## config.mk

```make
export PLATFORM = sky130hd
export DESIGN_NAME = dma_desc_seq
export DESIGN_NICKNAME = d
export VERILOG_FILES = /design/src/rtl/dma_desc_pkg.sv /design/src/rtl/dma_desc_fetch.sv /design/src/rtl/dma_desc_regs.sv /design/src/rtl/dma_desc_seq.sv
export SDC_FILE = /design/constraint.sdc
export NUM_CORES = 1
export LEC_CHECK = 0
export ABC_AREA = 1
export BUFFER_PORTS_ARGS = -buffer_cell sky130_fd_sc_hd__clkbuf_2
export CORE_ASPECT_RATIO = 1.75
export CORE_MARGIN = 3
export CORE_UTILIZATION = 45
export CTS_CLUSTER_SIZE = 12
export DETAILED_ROUTE_END_ITERATION = 6
export PLACE_DENSITY_LB_ADDON = 0.25
export SKIP_CTS_REPAIR_TIMING = 1
export SLEW_MARGIN = 20
export SYNTH_ARGS = -nofsm -noshare
export SYNTH_HDL_FRONTEND = slang
export SYNTH_SLANG_ARGS = --single-unit
```

## constraint.sdc

```tcl
create_clock -name clk -period 2.57 [get_ports clk]
set_input_delay 0 -clock clk [delete_from_list [all_inputs] [get_ports clk]]
set_output_delay 0 -clock clk [all_outputs]
set_load 0.1 [all_outputs]
```

## src/rtl/dma_desc_pkg.sv

```systemverilog
// Shared constants, types and decode helpers for the descriptor sequencer.
// Assumes 16-bit descriptor words and 32-bit byte addresses.
package dma_desc_pkg;
    localparam int ADDR_W       = 32;
    localparam int WORD_W       = 16;
    localparam int STEP_BYTES   = WORD_W / 8;
    localparam int CFG_EN_BIT   = 0;
    localparam int CFG_IE_BIT   = 1;
    localparam int CFG_FLOW_LSB = 4;
    localparam int FLOW_W       = 3;
    localparam int IDX_W        = 3;
    localparam int RADDR_W      = 2;

    localparam logic [RADDR_W-1:0] REG_NEXT = 2'd0;
    localparam logic [RADDR_W-1:0] REG_CURR = 2'd1;
    localparam logic [RADDR_W-1:0] REG_CFG  = 2'd2;
    localparam logic [RADDR_W-1:0] REG_IRQ  = 2'd3;

    localparam logic [FLOW_W-1:0] FLOW_STOP  = 3'd0;
    localparam logic [FLOW_W-1:0] FLOW_ARRAY = 3'd4;
    localparam logic [FLOW_W-1:0] FLOW_SMALL = 3'd6;
    localparam logic [FLOW_W-1:0] FLOW_LARGE = 3'd7;

    typedef enum logic [IDX_W-1:0] {
        FLD_LINK_LO, FLD_LINK_HI, FLD_SA_LO, FLD_SA_HI, FLD_CFG, FLD_CNT, FLD_MOD
    } field_e;

    typedef enum logic [1:0] {ST_IDLE, ST_FETCH, ST_DISPATCH, ST_RUN} state_e;

    // True for a flow value that runs descriptors.
    function automatic logic flow_runs(input logic [FLOW_W-1:0] f);
        return (f == FLOW_ARRAY) || (f == FLOW_SMALL) || (f == FLOW_LARGE);
    endfunction

    // True for the two linked-list flows.
    function automatic logic flow_is_list(input logic [FLOW_W-1:0] f);
        return (f == FLOW_SMALL) || (f == FLOW_LARGE);
    endfunction

    // Number of words in a descriptor of the given flow.
    function automatic logic [IDX_W-1:0] words_in(input logic [FLOW_W-1:0] f);
        case (f)
            FLOW_LARGE: return 3'd7;
            FLOW_SMALL: return 3'd6;
            default:    return 3'd5;
        endcase
    endfunction

    // Field carried by word idx of a descriptor of the given flow.
    function automatic field_e field_at(input logic [FLOW_W-1:0] f, input logic [IDX_W-1:0] idx);
        logic [IDX_W-1:0] code;
        case (f)
            FLOW_LARGE: code = idx;
            FLOW_SMALL: code = (idx == 3'd0) ? 3'd0 : idx + 3'd1;
            default:    code = idx + 3'd2;
        endcase
        return field_e'(code);
    endfunction
endpackage

```

## src/rtl/dma_desc_fetch.sv

```systemverilog
// Word reader: walks through the words of one descriptor over a valid/ready
// read port and tags each accepted word with the field it carries.
// Assumes the address input advances by one word on every accepted read.
module dma_desc_fetch
    import dma_desc_pkg::*;
(
    input  logic              clk,
    input  logic              rst_n,
    input  logic              active,
    input  logic [FLOW_W-1:0] mode,
    input  logic [ADDR_W-1:0] addr,
    output logic              mem_rd_valid,
    output logic [ADDR_W-1:0] mem_rd_addr,
    input  logic              mem_rd_ready,
    input  logic [WORD_W-1:0] mem_rd_data,
    output logic              take,
    output field_e            take_field,
    output logic [WORD_W-1:0] take_data,
    output logic              take_last
);
    logic [IDX_W-1:0] idx_q;

    // Request and word tagging follow the current index.
    always_comb begin
        mem_rd_valid = active;
        mem_rd_addr  = addr;
        take         = active && mem_rd_ready;
        take_field   = field_at(mode, idx_q);
        take_data    = mem_rd_data;
        take_last    = take && (idx_q == (words_in(mode) - 3'd1));
    end

    // Word index within the descriptor, cleared between descriptors.
    always_ff @(posedge clk) begin
        if (!rst_n)                   idx_q <= '0;
        else if (!active || take_last) idx_q <= '0;
        else if (take)                 idx_q <= idx_q + 3'd1;
    end

    a_r10_stall_hold: assert property (@(posedge clk) disable iff (!rst_n)
        (mem_rd_valid && !mem_rd_ready) |=> (mem_rd_valid && $stable(mem_rd_addr)));

    a_r4_index_in_range: assert property (@(posedge clk) disable iff (!rst_n)
        active |-> (idx_q < words_in(mode)));
endmodule

```

## src/rtl/dma_desc_regs.sv

```systemverilog
// Channel register set: software-visible pointers and configuration, working
// registers of the current work unit, and the sticky interrupt status.
// Assumes sw_allow is low whenever fetched words or pointer reloads arrive.
module dma_desc_regs
    import dma_desc_pkg::*;
(
    input  logic               clk,
    input  logic               rst_n,
    input  logic               sw_we,
    input  logic [RADDR_W-1:0] sw_addr,
    input  logic [ADDR_W-1:0]  sw_data,
    input  logic               sw_allow,
    input  logic               take,
    input  field_e             take_field,
    input  logic [WORD_W-1:0]  take_data,
    input  logic               load_curr,
    input  logic               irq_set,
    output logic [ADDR_W-1:0]  next_ptr,
    output logic [ADDR_W-1:0]  curr_ptr,
    output logic [WORD_W-1:0]  cfg,
    output logic [ADDR_W-1:0]  wu_addr,
    output logic [WORD_W-1:0]  wu_count,
    output logic [WORD_W-1:0]  wu_modify,
    output logic               irq
);
    localparam int HALF = ADDR_W / 2;

    logic sw_ok, irq_clr;
    assign sw_ok   = sw_we && sw_allow;
    assign irq_clr = sw_we && (sw_addr == REG_IRQ) && sw_data[0];

    // Next pointer: software write, or link halves from the descriptor.
    always_ff @(posedge clk) begin
        if (!rst_n) next_ptr <= '0;
        else if (sw_ok && sw_addr == REG_NEXT) next_ptr <= sw_data;
        else if (take && take_field == FLD_LINK_LO) next_ptr[HALF-1:0] <= take_data;
        else if (take && take_field == FLD_LINK_HI) next_ptr[ADDR_W-1:HALF] <= take_data;
    end

    // Current pointer: software write, reload from the link, or word step.
    always_ff @(posedge clk) begin
        if (!rst_n) curr_ptr <= '0;
        else if (sw_ok && sw_addr == REG_CURR) curr_ptr <= sw_data;
        else if (load_curr) curr_ptr <= next_ptr;
        else if (take) curr_ptr <= curr_ptr + ADDR_W'(STEP_BYTES);
    end

    // Configuration: software write or overwrite by the fetched word.
    always_ff @(posedge clk) begin
        if (!rst_n) cfg <= '0;
        else if (sw_ok && sw_addr == REG_CFG) cfg <= sw_data[WORD_W-1:0];
        else if (take && take_field == FLD_CFG) cfg <= take_data;
    end

    // Work-unit fields loaded from the descriptor.
    always_ff @(posedge clk) begin
        if (!rst_n) begin
            wu_addr   <= '0;
            wu_count  <= '0;
            wu_modify <= '0;
        end else if (take) begin
            case (take_field)
                FLD_SA_LO: wu_addr[HALF-1:0]      <= take_data;
                FLD_SA_HI: wu_addr[ADDR_W-1:HALF] <= take_data;
                FLD_CNT:   wu_count               <= take_data;
                FLD_MOD:   wu_modify              <= take_data;
                default:   ;
            endcase
        end
    end

    // Sticky interrupt; a set in the same cycle wins over a clear.
    always_ff @(posedge clk) begin
        if (!rst_n)       irq <= 1'b0;
        else if (irq_set) irq <= 1'b1;
        else if (irq_clr) irq <= 1'b0;
    end

    a_r4_ptr_step: assert property (@(posedge clk) disable iff (!rst_n)
        take |=> (curr_ptr == $past(curr_ptr) + ADDR_W'(STEP_BYTES)));

    a_r7_low_link_keeps_high: assert property (@(posedge clk) disable iff (!rst_n)
        (take && take_field == FLD_LINK_LO) |=> (next_ptr[ADDR_W-1:HALF] == $past(next_ptr[ADDR_W-1:HALF])));

    a_r9_irq_sticky: assert property (@(posedge clk) disable iff (!rst_n)
        (irq && !irq_clr) |=> irq);
endmodule

```

## src/rtl/dma_desc_seq.sv

```systemverilog
// Descriptor-chained DMA fetch sequencer, top level. Sequences start-up,
// descriptor fetch, work-unit dispatch, completion and chaining for one channel.
// Assumes the data mover pulses wu_done once per announced work unit.
module dma_desc_seq
    import dma_desc_pkg::*;
(
    input  logic               clk,
    input  logic               rst_n,
    input  logic               reg_wr_en,
    input  logic [RADDR_W-1:0] reg_addr,
    input  logic [ADDR_W-1:0]  reg_wdata,
    output logic               mem_rd_valid,
    output logic [ADDR_W-1:0]  mem_rd_addr,
    input  logic               mem_rd_ready,
    input  logic [WORD_W-1:0]  mem_rd_data,
    output logic               wu_start,
    output logic [ADDR_W-1:0]  wu_addr,
    output logic [WORD_W-1:0]  wu_count,
    output logic [WORD_W-1:0]  wu_modify,
    input  logic               wu_done,
    output logic               irq_o,
    output logic               fetching_o,
    output logic [ADDR_W-1:0]  next_ptr_o,
    output logic [ADDR_W-1:0]  curr_ptr_o,
    output logic [WORD_W-1:0]  cfg_o
);
    state_e            state_q, state_d;
    logic [FLOW_W-1:0] mode_q, wr_flow, cfg_flow;
    logic              start_go, run_end, load_curr, irq_set;
    logic              take, take_last;
    field_e            take_field;
    logic [WORD_W-1:0] take_data;

    // Decode of the start condition, completion and chaining controls.
    always_comb begin
        wr_flow    = reg_wdata[CFG_FLOW_LSB +: FLOW_W];
        cfg_flow   = cfg_o[CFG_FLOW_LSB +: FLOW_W];
        start_go   = (state_q == ST_IDLE) && reg_wr_en && (reg_addr == REG_CFG)
                     && reg_wdata[CFG_EN_BIT] && flow_runs(wr_flow);
        run_end    = (state_q == ST_RUN) && wu_done;
        load_curr  = (start_go && flow_is_list(wr_flow)) || (run_end && flow_is_list(cfg_flow));
        irq_set    = run_end && cfg_o[CFG_IE_BIT];
        wu_start   = (state_q == ST_DISPATCH) && cfg_o[CFG_EN_BIT];
        fetching_o = (state_q == ST_FETCH);
    end

    // Next-state logic of the channel sequence.
    always_comb begin
        state_d = state_q;
        case (state_q)
            ST_IDLE:     if (start_go) state_d = ST_FETCH;
            ST_FETCH:    if (take_last) state_d = ST_DISPATCH;
            ST_DISPATCH: state_d = cfg_o[CFG_EN_BIT] ? ST_RUN : ST_IDLE;
            ST_RUN:      if (run_end) state_d = flow_runs(cfg_flow) ? ST_FETCH : ST_IDLE;
            default:     state_d = ST_IDLE;
        endcase
    end

    // State register and the flow mode used by the coming fetch.
    always_ff @(posedge clk) begin
        if (!rst_n) begin
            state_q <= ST_IDLE;
            mode_q  <= FLOW_STOP;
        end else begin
            state_q <= state_d;
            if (start_go) mode_q <= wr_flow;
            else if (run_end && flow_runs(cfg_flow)) mode_q <= cfg_flow;
        end
    end

    dma_desc_fetch u_fetch (
        .clk          (clk),
        .rst_n        (rst_n),
        .active       (fetching_o),
        .mode         (mode_q),
        .addr         (curr_ptr_o),
        .mem_rd_valid (mem_rd_valid),
        .mem_rd_addr  (mem_rd_addr),
        .mem_rd_ready (mem_rd_ready),
        .mem_rd_data  (mem_rd_data),
        .take         (take),
        .take_field   (take_field),
        .take_data    (take_data),
        .take_last    (take_last)
    );

    dma_desc_regs u_regs (
        .clk        (clk),
        .rst_n      (rst_n),
        .sw_we      (reg_wr_en),
        .sw_addr    (reg_addr),
        .sw_data    (reg_wdata),
        .sw_allow   (state_q == ST_IDLE),
        .take       (take),
        .take_field (take_field),
        .take_data  (take_data),
        .load_curr  (load_curr),
        .irq_set    (irq_set),
        .next_ptr   (next_ptr_o),
        .curr_ptr   (curr_ptr_o),
        .cfg        (cfg_o),
        .wu_addr    (wu_addr),
        .wu_count   (wu_count),
        .wu_modify  (wu_modify),
        .irq        (irq_o)
    );

    a_r2_fetch_follows_start: assert property (@(posedge clk) disable iff (!rst_n)
        start_go |=> fetching_o);

    a_r5_start_needs_enable: assert property (@(posedge clk) disable iff (!rst_n)
        wu_start |-> cfg_o[CFG_EN_BIT]);

    a_r6_start_is_pulse: assert property (@(posedge clk) disable iff (!rst_n)
        wu_start |=> !wu_start);

    a_r8_stop_on_flow_zero: assert property (@(posedge clk) disable iff (!rst_n)
        (run_end && !flow_runs(cfg_flow)) |=> (!fetching_o && !wu_start));
endmodule

```

# Word level (Yosys, flattened, before mapping)
# Index checks and enable logic that the tools add are counted.
# word_totals
latch_bits	0
mem_bits_ro	0
mem_bits_rw	0
regBits	153
output_inout_bits	180
n_memories	0
in_bits	55
# op_classes
div	0
eq_ne	25
shift	0
bitwise_logic	1
n_lt_le_gt_ge	0
mul	0
reduce_logical	45
n_mux	22
n_addsub	4
# ops
op	n
two-way mux 32 bit	4
two-way mux 16 bit	5
== test 3 bit (second input constant)	11
adder 32 x 2 -> 32 bit (second input constant)	1
logical AND 1 bit	19
AND reduction 2 bit	5
nonzero test 2 bit	5
two-way mux 3 bit	3
== test 2 bit (second input constant)	4
logical OR 1 bit	8
two-way mux 2 bit	4
one-hot mux 2 bit (4 select lines)	1
== test 3 x 2 -> 1 bit (second input constant)	2
logical NOT 3 bit	2
inequality test 2 bit (second input constant)	3
one-hot mux 3 bit (2 select lines)	1
== test 2 x 1 -> 1 bit (second input constant)	2
logical NOT 2 bit	2
one-hot mux 2 bit (2 select lines)	1
adder 3 x 1 -> 3 bit (second input constant)	1
adder 3 x 2 -> 3 bit (second input constant)	1
== test 3 x 1 -> 1 bit (second input constant)	1
== test 3 bit	1
two-way mux 1 bit	3
7 further kinds	7

# Depth between registers and ports, before layout
# Gate-level depths: netlist (run 1).
# logic_depth
ltp_word	9
ltp_mapped	12
ltp_nobuf	11

# Cells and area by module
# A second synthesis (run 1) with hierarchy kept.
# unflattened
hier_cells	1165
area_unflattened_um2	7846.3
# modules_own_cells
module	instances	cells_per_inst	area_each_um2
dma_desc_regs	1	1013	6804.0
dma_desc_fetch	1	96	669.4
dma_desc_seq	1	56	372.9

# Worst setup path after synthesis (run 1)
# Ideal clock, no wire load.
# synth_timing
kind	register to register
start	register u_regs.cfg[0]
end	register state_q[0]
arrival_ns	2.909
slack_ns	-0.397
t_required_ns	2.512
path_buffers	0
setup_time_ns	0.058
path_stages_with_launch	9
synth_period_minus_slack_ns	2.967
cell_sequence	dfxtp_1 nand2_1 nor2_1 inv_1 o21ai_0 nor2_1 a21oi_1 o21ai_0 inv_1
# synth_between
elab_chain_cells	2
# synth_rtl
element	line_no	rtl
from (decl)	dma_desc_regs.sv:20	output logic [WORD_W-1:0] cfg,
from (signal assigned)	dma_desc_regs.sv:51	else if (sw_ok && sw_addr == REG_CFG) cfg <= sw_data[WORD_W-1:0];
from (signal assigned)	dma_desc_regs.sv:52	else if (take && take_field == FLD_CFG) cfg <= take_data;
two-way mux 2 bit	dma_desc_seq.sv:53	ST_DISPATCH: state_d = cfg_o[CFG_EN_BIT] ? ST_RUN : ST_IDLE;
one-hot mux 2 bit (4 select lines)	dma_desc_seq.sv:50	case (state_q)
to (signal assigned)	dma_desc_seq.sv:65	state_q <= state_d;
to (decl)	dma_desc_seq.sv:27	state_e state_q, state_d;
# Every way passes these cells.
# A chain may end at the register's enable or synchronous reset.

# Worst setup path in the final report (run 1)
# layout_timing
start	register u_fetch.idx_q[0]
end	register u_regs.cfg[13]
# layout_between
elab_chain_cells	6
word_cells_on_any_way	8
classes_between	add/sub: 2; eq/ne: 1; mux: 2; reduce/logical: 3
# layout_rtl
element	line_no	rtl
from (decl)	dma_desc_fetch.sv:21	logic [IDX_W-1:0] idx_q;
from (signal assigned)	dma_desc_fetch.sv:37	else if (take) idx_q <= idx_q + 3'd1;
adder 3 x 1 -> 3 bit or logical NOT 3 bit (tied branches)	dma_desc_pkg.sv:54	FLOW_SMALL: code = (idx == 3'd0) ? 3'd0 : idx + 3'd1;
two-way mux 3 bit	dma_desc_pkg.sv:54	
one-hot mux 3 bit (2 select lines) *	dma_desc_pkg.sv:52	case (f)
== test 3 bit *	dma_desc_regs.sv:52	
logical AND 1 bit *	dma_desc_regs.sv:52	
nonzero test 2 bit (no line) *	-	
# Mark *: on every way between the ends. The rest lies on a longest branch, timed or not.

==> impl_results.md, run 1 <==
* Die H at 184 um
* CP bufs+invs at 3
* Worst reg2reg path depth at 10
* Synth Cell Area at 8140 um2
* HP Class: input pin to flop
* Number of port buffers at 234
* GRT Util Overall at 27.6%
* Max_cap viols at 0
* Cells along the critical path: inv_1 -> ha_1 -> nand3_1 -> nand3_2 -> inv_1 -> nand3_1 -> nand2_2 -> inv_2 -> nor2_1 -> nor2_1
* Mean Syn Cell Area at 6.43 um2
* Horiz. Die Dim at 108 um
* Synth Instances at 1267
* Power density cells at 786 nW/um2
* Netlist cell types at 34
* Initial DRT Pass Iterations at 5
* Final WS setup at 0.429 ns
* Die area at 19800 um2
* Most frequent cells in the layout: nand2_1, clkbuf_2, nor2_1
* Critical Path RT at 2.89 ns
* CP max FO at 16
* Root Driver: clkbuf_16
* Worst-margin pin slew at 0.864 ns
* Hold Path Sink: u_regs.wu_addr[9]
* R2R setup slack at 0.43 ns
* RSZ-0062 raised after global routing: no
* Antenna viol nets, final at 0
* Area after DPL at 9200 um2
* Post-Route WL at 27800 um
* Post-synthesis sequential element count at 153
* # IOs at 235
* Max frequency at 0.467 GHz
* Final Core Density at 57.1%
* Routability Congestion at 0.982
* # setup viols final at 0
* Relative slew slack at 42.3%
* FP Rows at 64
* Post-layout min period at 2.14 ns
* Initial core utilization at 46.2%
* Register area at 3060 um2
* Clock skew at 0.00969 ns
* TritonCTS Buffers at 17
* Antenna diodes at 0
* Largest net degree at the start of global routing at 90
* Fin area at 10100 um2
* Largest delay share family, worst path: simple AND/OR/NAND/NOR gates
* Sum Neg Setup Slack at 0 ns
* Core outline area at 17600 um2
* Reg2reg end: u_regs.cfg[13]
* Hold Fails Final Rpt at 14
* Status: complete, but fails checks
* CP Launch Type: flop
* CP Class: flop to flop
* Number of H-tree levels at 4
* Vias in the first global route at 8179
* Initial antenna violation count at 0
* Hpwl dp at 20600 um
* Crit path largest cell delay at 0.37 ns
* DP Worst Slack at 0.417 ns
* 1st-iter DRT viols at 523
* Reg2reg start: u_fetch.idx_q[0]
* Arrival @ worst endpoint at 2.46 ns
* Number of vias per cell at 5.15
* Crit path capture type: flop
* Leak pwr at 0.00480 uW
* WHS at -0.0428 ns
* Clock sink count at 153
* Min-delay src: mem_rd_data[9]
* Syn_nets at 1325
* Gr ovfl total at 0
* Drt drc at 0
* Worst hold stages at 3
* Layout net count at 1520
* Most common cell after layout, fill and taps aside: nand2_1
* Multi-input logic area at 4020 um2
* Average routed wire per standard cell at 16.3 um
* CTS clk-pin slew, worst paths at 0.06 ns
* Violated checks: negative hold slack
* Global-route wire length before repair at 43100 um
* Warnings from Yosys at 0
* Slew Limit Fails at 0
* CTS tree: yes
* Synthesis-to-finish area growth at 23.6%
* Fin crit share at 83.3%
* Worst skew pair latency at 0.43 ns
* Fill count at 1792
* Clock Path Buffers at 2
* Slowest-stage cell, CP: dfxtp_1
* Via count at 8791
* Sequential area share after synthesis at 37.6%
* Layout cells sized above 1 at 21.2%
* Worst vdd ir at 0.000567 V
[layer usage]
| metal | global-route usage [%] | wire length (um) | vias up | part of all wire, % |
|---|---|---|---|---|
| li1 | - | - | 4378 | - |
| met5 | 0 | 0 | - | 0 |
| met3 | 6.05 | 2080 | 74 | 7.5 |
| met1 | 31.4 | 10400 | 3968 | 37 |
| met4 | 13.4 | 1180 | 0 | 4.2 |
| met2 | 48.4 | 14100 | 371 | 51 |
[how the worst max path moves through the flow]
| stage | start | endpoint | slack (ns) | cells past startpoint |
|---|---|---|---|---|
| finish | u_fetch.idx_q[0] | u_regs.cfg[13] | 0.43 | 10 |
| detailed placement | u_fetch.idx_q[0] | u_regs.cfg[12] | 0.42 | 10 |
| global route | u_fetch.idx_q[0] | u_regs.cfg[9] | 0.16 | 10 |
| CTS | u_fetch.idx_q[0] | u_regs.cfg[12] | 0.41 | 10 |
| floorplan | u_regs.cfg[0] | state_q[0] | 0.08 | 8 |
| global placement | u_fetch.idx_q[0] | u_regs.cfg[3] | 0.45 | 10 |
[cell usage after synthesis (all sizes together)]
cell type	n	area [um2]
clkinv	4	15.0
nor2	213	847
a31oi	2	12.5
nand4	7	50.1
nand2	275	1060
and2	1	6.26
dfxtp	153	3060
a22oi	1	7.51
clkbuf	37	139
inv	140	528
xor2	14	123
nand3b	2	15.0
o21ai	166	842
a21oi	98	490
nand3	92	488
buf	56	390
xnor2	1	8.76
ha	3	37.5
o21bai	1	7.51
o31ai	1	7.51
[flip-flops by register name (all words and copies together) (netlist names)]
signal / flops
u_regs.irq: 1
u_regs.wu_count: 16
u_regs.cfg: 16
u_fetch.idx_q: 3
u_regs.next_ptr: 32
u_regs.wu_modify: 16
u_regs.curr_ptr: 32
state_q: 2
mode_q: 3
u_regs.wu_addr: 32
[tightest hold or removal path: stages]
cell	delay, ns
clkbuf_2	0.16
nor2_1	0.13
nor2_1	0.05
[cell families (layout without fill, tap and decap cells)]
kind of cell	after synthesis	count (layout)	share of synthesized area (%)
AND/OR/NAND/NOR	590	590	30.3
AO/OA/AOI/OAI	269	269	16.8
buffers and inverters	237	445	13.2
flip-flops	153	153	37.6
XOR/XNOR	15	15	1.61
adder cells (fa/ha/maj)	3	3	0.461
[per-stage QoR]
| stage | power [uW] | std cells |
|---|---|---|
| 2_1_floorplan | 4800 | 1267 |
| 3_3_place_gp | 5180 | 1652 |
| 3_5_place_dp | 5190 | 1652 |
| 4_1_cts | 7910 | 1684 |
| 5_1_grt | 8200 | 1706 |
| 6_report | 7910 | 1706 |
[cell type report]
class	count	share of cell area, %
Multi-Input combinational cell	877	39.9
Timing Repair Buffer	269	15.0
Clock buffer	21	4.67
Inverter	144	5.40
Tap cell	231	2.87
Sequential cell	153	30.4
Clock inverter	11	1.68
[power breakdown]
part           total (uW)  switching, uW  internal [uW]
sequential           2680            167           2510
clock                2730           1030           1700
combinational        2500           2080            424
Power figures use the tool's default switching activity.
==> run 2, diff against run 1 <==
==> constraint.sdc (replaced) <==
create_clock -name clk -period 2.2 [get_ports clk]
set_input_delay 0 -clock clk [delete_from_list [all_inputs] [get_ports clk]]
set_output_delay 0 -clock clk [all_outputs]
set_load 0.1 [all_outputs]
==> impl_results.md, run 2 (synthesis gave the netlist of run 1 again) <==
* Average routed wire per standard cell at 16.5 um (+0.99%)
* M1 WL at 10300 um (-0.77%)
* Global-route wire length before repair at 43200 um (+0.23%)
* Hpwl dp at 21400 um (+4.1%)
* Hold Fails Final Rpt at 16 (+2)
* Worst-margin pin slew at 0.575 ns (-0.289 ns)
* R2R setup slack at 0.16 ns (-0.27 ns)
* CP Class: flop to flop
* Most common cell after layout, fill and taps aside: nand2_1
* Root Driver: clkbuf_16
* Regs by FF count: u_regs.curr_ptr: 32 flops, u_regs.next_ptr: 32 flops, u_regs.wu_addr: 32 flops
* Initial antenna violation count at 0 (unchanged)
* Critical Path RT at 2.55 ns (-0.34 ns)
* Met3 Wirelength at 1900 um (-8.9%)
* Antenna viol nets, final at 0 (unchanged)
* Crit path largest cell delay at 0.43 ns (+0.06 ns)
* Antenna diodes at 0 (unchanged)
* Cells along the critical path: ha_1 -> xor2_1 -> nand3_1 -> nand3_2 -> nand3_1 -> nand2_2 -> buf_4 -> o21ai_0 -> nor2_1
* WHS at -0.0471 ns (-0.00438 ns)
* # setup viols final at 0 (unchanged)
* Largest net degree at the start of global routing at 73 (-19%)
* 1st-iter DRT viols at 427 (-18%)
* Worst reg2reg path depth at 9 (-1)
* Slew Limit Fails at 0 (unchanged)
* Leak pwr at 0.00486 uW (+1.2%)
* TritonCTS Buffers at 17 (unchanged)
* Cell mode on critical path: nand3_1
* Max_cap viols at 0 (unchanged)
* Status: complete, but fails checks
* Final Power at 9240 uW (+17%)
* # IOs at 235 (unchanged)
* Horiz. Die Dim at 108 um (unchanged)
* CP bufs+invs at 1 (-2)
* Max frequency at 0.491 GHz (+5.0%)
* Relative slew slack at 61.9% (+20 points)
* Register area at 3070 um2 (+0.16%)
* Multi-input logic area at 4030 um2 (+0.31%)
* Reg2reg start: u_fetch.idx_q[1]
* Violated checks: negative hold slack
* Routability Congestion at 0.964 (-1.8%)
* Top sig layer: met4
* Crit path capture type: flop
* Number of port buffers at 234 (unchanged)
* Largest delay share family, worst path: simple AND/OR/NAND/NOR gates
* Most frequent cells in the layout: nand2_1, clkbuf_2, nor2_1
* Arrival @ worst endpoint at 2.39 ns (-0.07 ns)
* Worst setup endpoint: u_regs.cfg[14]
* GRT Util Overall at 27.8% (+0.18 points)
* Clock sink count at 153 (unchanged)
* CTS tree: yes
* Number of H-tree levels at 4 (unchanged)
* CP Launch Type: flop
* Wire length on met2 at 14800 um (+4.5%)
* CTS clk-pin slew, worst paths at 0.07 ns (about the same)
* Non-filler cells, final at 1716 (+0.59%)
* Drt drc at 0 (unchanged)
* Power density cells at 909 nW/um2 (+16%)
* Worst skew pair latency at 0.43 ns (about the same)
* RSZ-0062 raised after global routing: no
* Gr ovfl total at 0 (unchanged)
* Crit path depth at 9 (-1)
* Worst setup path start: u_fetch.idx_q[1]
* HP Class: input pin to flop
* Number of vias per cell at 5.14 (-0.19%)
* Initial core utilization at 46.2% (unchanged)
* Post-Route WL at 28200 um (+1.6%)
* CP max FO at 15 (-1)
* Reg2reg end: u_regs.cfg[14]
* Core outline area at 17600 um2 (unchanged)
* FP Rows at 64 (unchanged)
* Dpl cells at 1666 (+0.85%)
* Clock Path Buffers at 2 (unchanged)
* Clock skew at 0.0113 ns (+0.00156 ns)
* Synthesis-to-finish area growth at 24.8%
* Fin crit share at 92.7% (+9.4 points)
* Die H at 184 um (unchanged)
* Slowest-stage cell, CP: dfxtp_1
* Initial DRT Pass Iterations at 5 (unchanged)
* Layout cells sized above 1 at 22.4% (+1.2 points)
* Layout net count at 1530 (+0.66%)
* Post-layout min period at 2.04 ns (-0.102 ns)
* Die area at 19800 um2 (unchanged)
* Via count at 8826 (+0.40%)
* Vias in the first global route at 8251 (+0.88%)
* Fill count at 1783 (-0.50%)
* Worst vdd ir at 0.000684 V (+21%)
* Final Core Density at 57.7% (+0.57 points)
## run 2: changes by cell type in the layout (fill, tap and decap cells not counted), sizes merged, moves of 4 or more
cell         change
buf             +14
clkbuf           -4
clkinv           -4
dlygate4sd3      -4
inv             +10
## run 2: worst min-delay path: cells and delay by family
family / cells / cell delay [ns]
buffers and inverters: 1 / 0.16
and+or+nand+nor: 2 / 0.17
## run 2: worst min-delay path by stage
stage	cells past startpoint	to	startpoint
final	3	u_regs.wu_addr[4]	mem_rd_data[4]
after global routing	3	u_regs.wu_addr[7]	mem_rd_data[7]
after CTS	3	u_regs.irq	wu_done
after detailed placement	3	u_regs.irq	wu_done
after global placement	3	u_regs.irq	wu_done
after floorplan	2	u_regs.wu_addr[0]	mem_rd_data[0]
## run 2: stage by stage
step | area, um2 | setup TNS, ns | worst slack (ns)
after global placement | 9340 | 0 | 0.240
after global routing | 10200 | 0 | 0.00868
after floorplan | 8160 | -0.0162 | -0.0162
after detailed placement | 9340 | 0 | 0.172
final | 10200 | 0 | 0.162
after CTS | 9970 | 0 | 0.153
## run 2: layout make-up
type | instances | share of cell area [%]
clock buffer | 17 | 4.19
clock inverter | 15 | 2.01
inverter | 144 | 5.37
multi-input combinational | 877 | 39.6
sequential | 153 | 30.2
tap | 231 | 2.84
timing repair buffer | 279 | 15.8
## run 2: report_power, final
group / internal [uW] / switching, uW
clock network: 1840 / 1340
registers: 2930 / 191
logic: 500 / 2430
total: 5280 / 3960
## run 2: metal layers
metal,vias to the layer above,global-route usage (%)
li1,4407,-
met1,3971,30.4
met2,367,50.7
met3,81,5.17
met4,0,13.5
met5,-,0
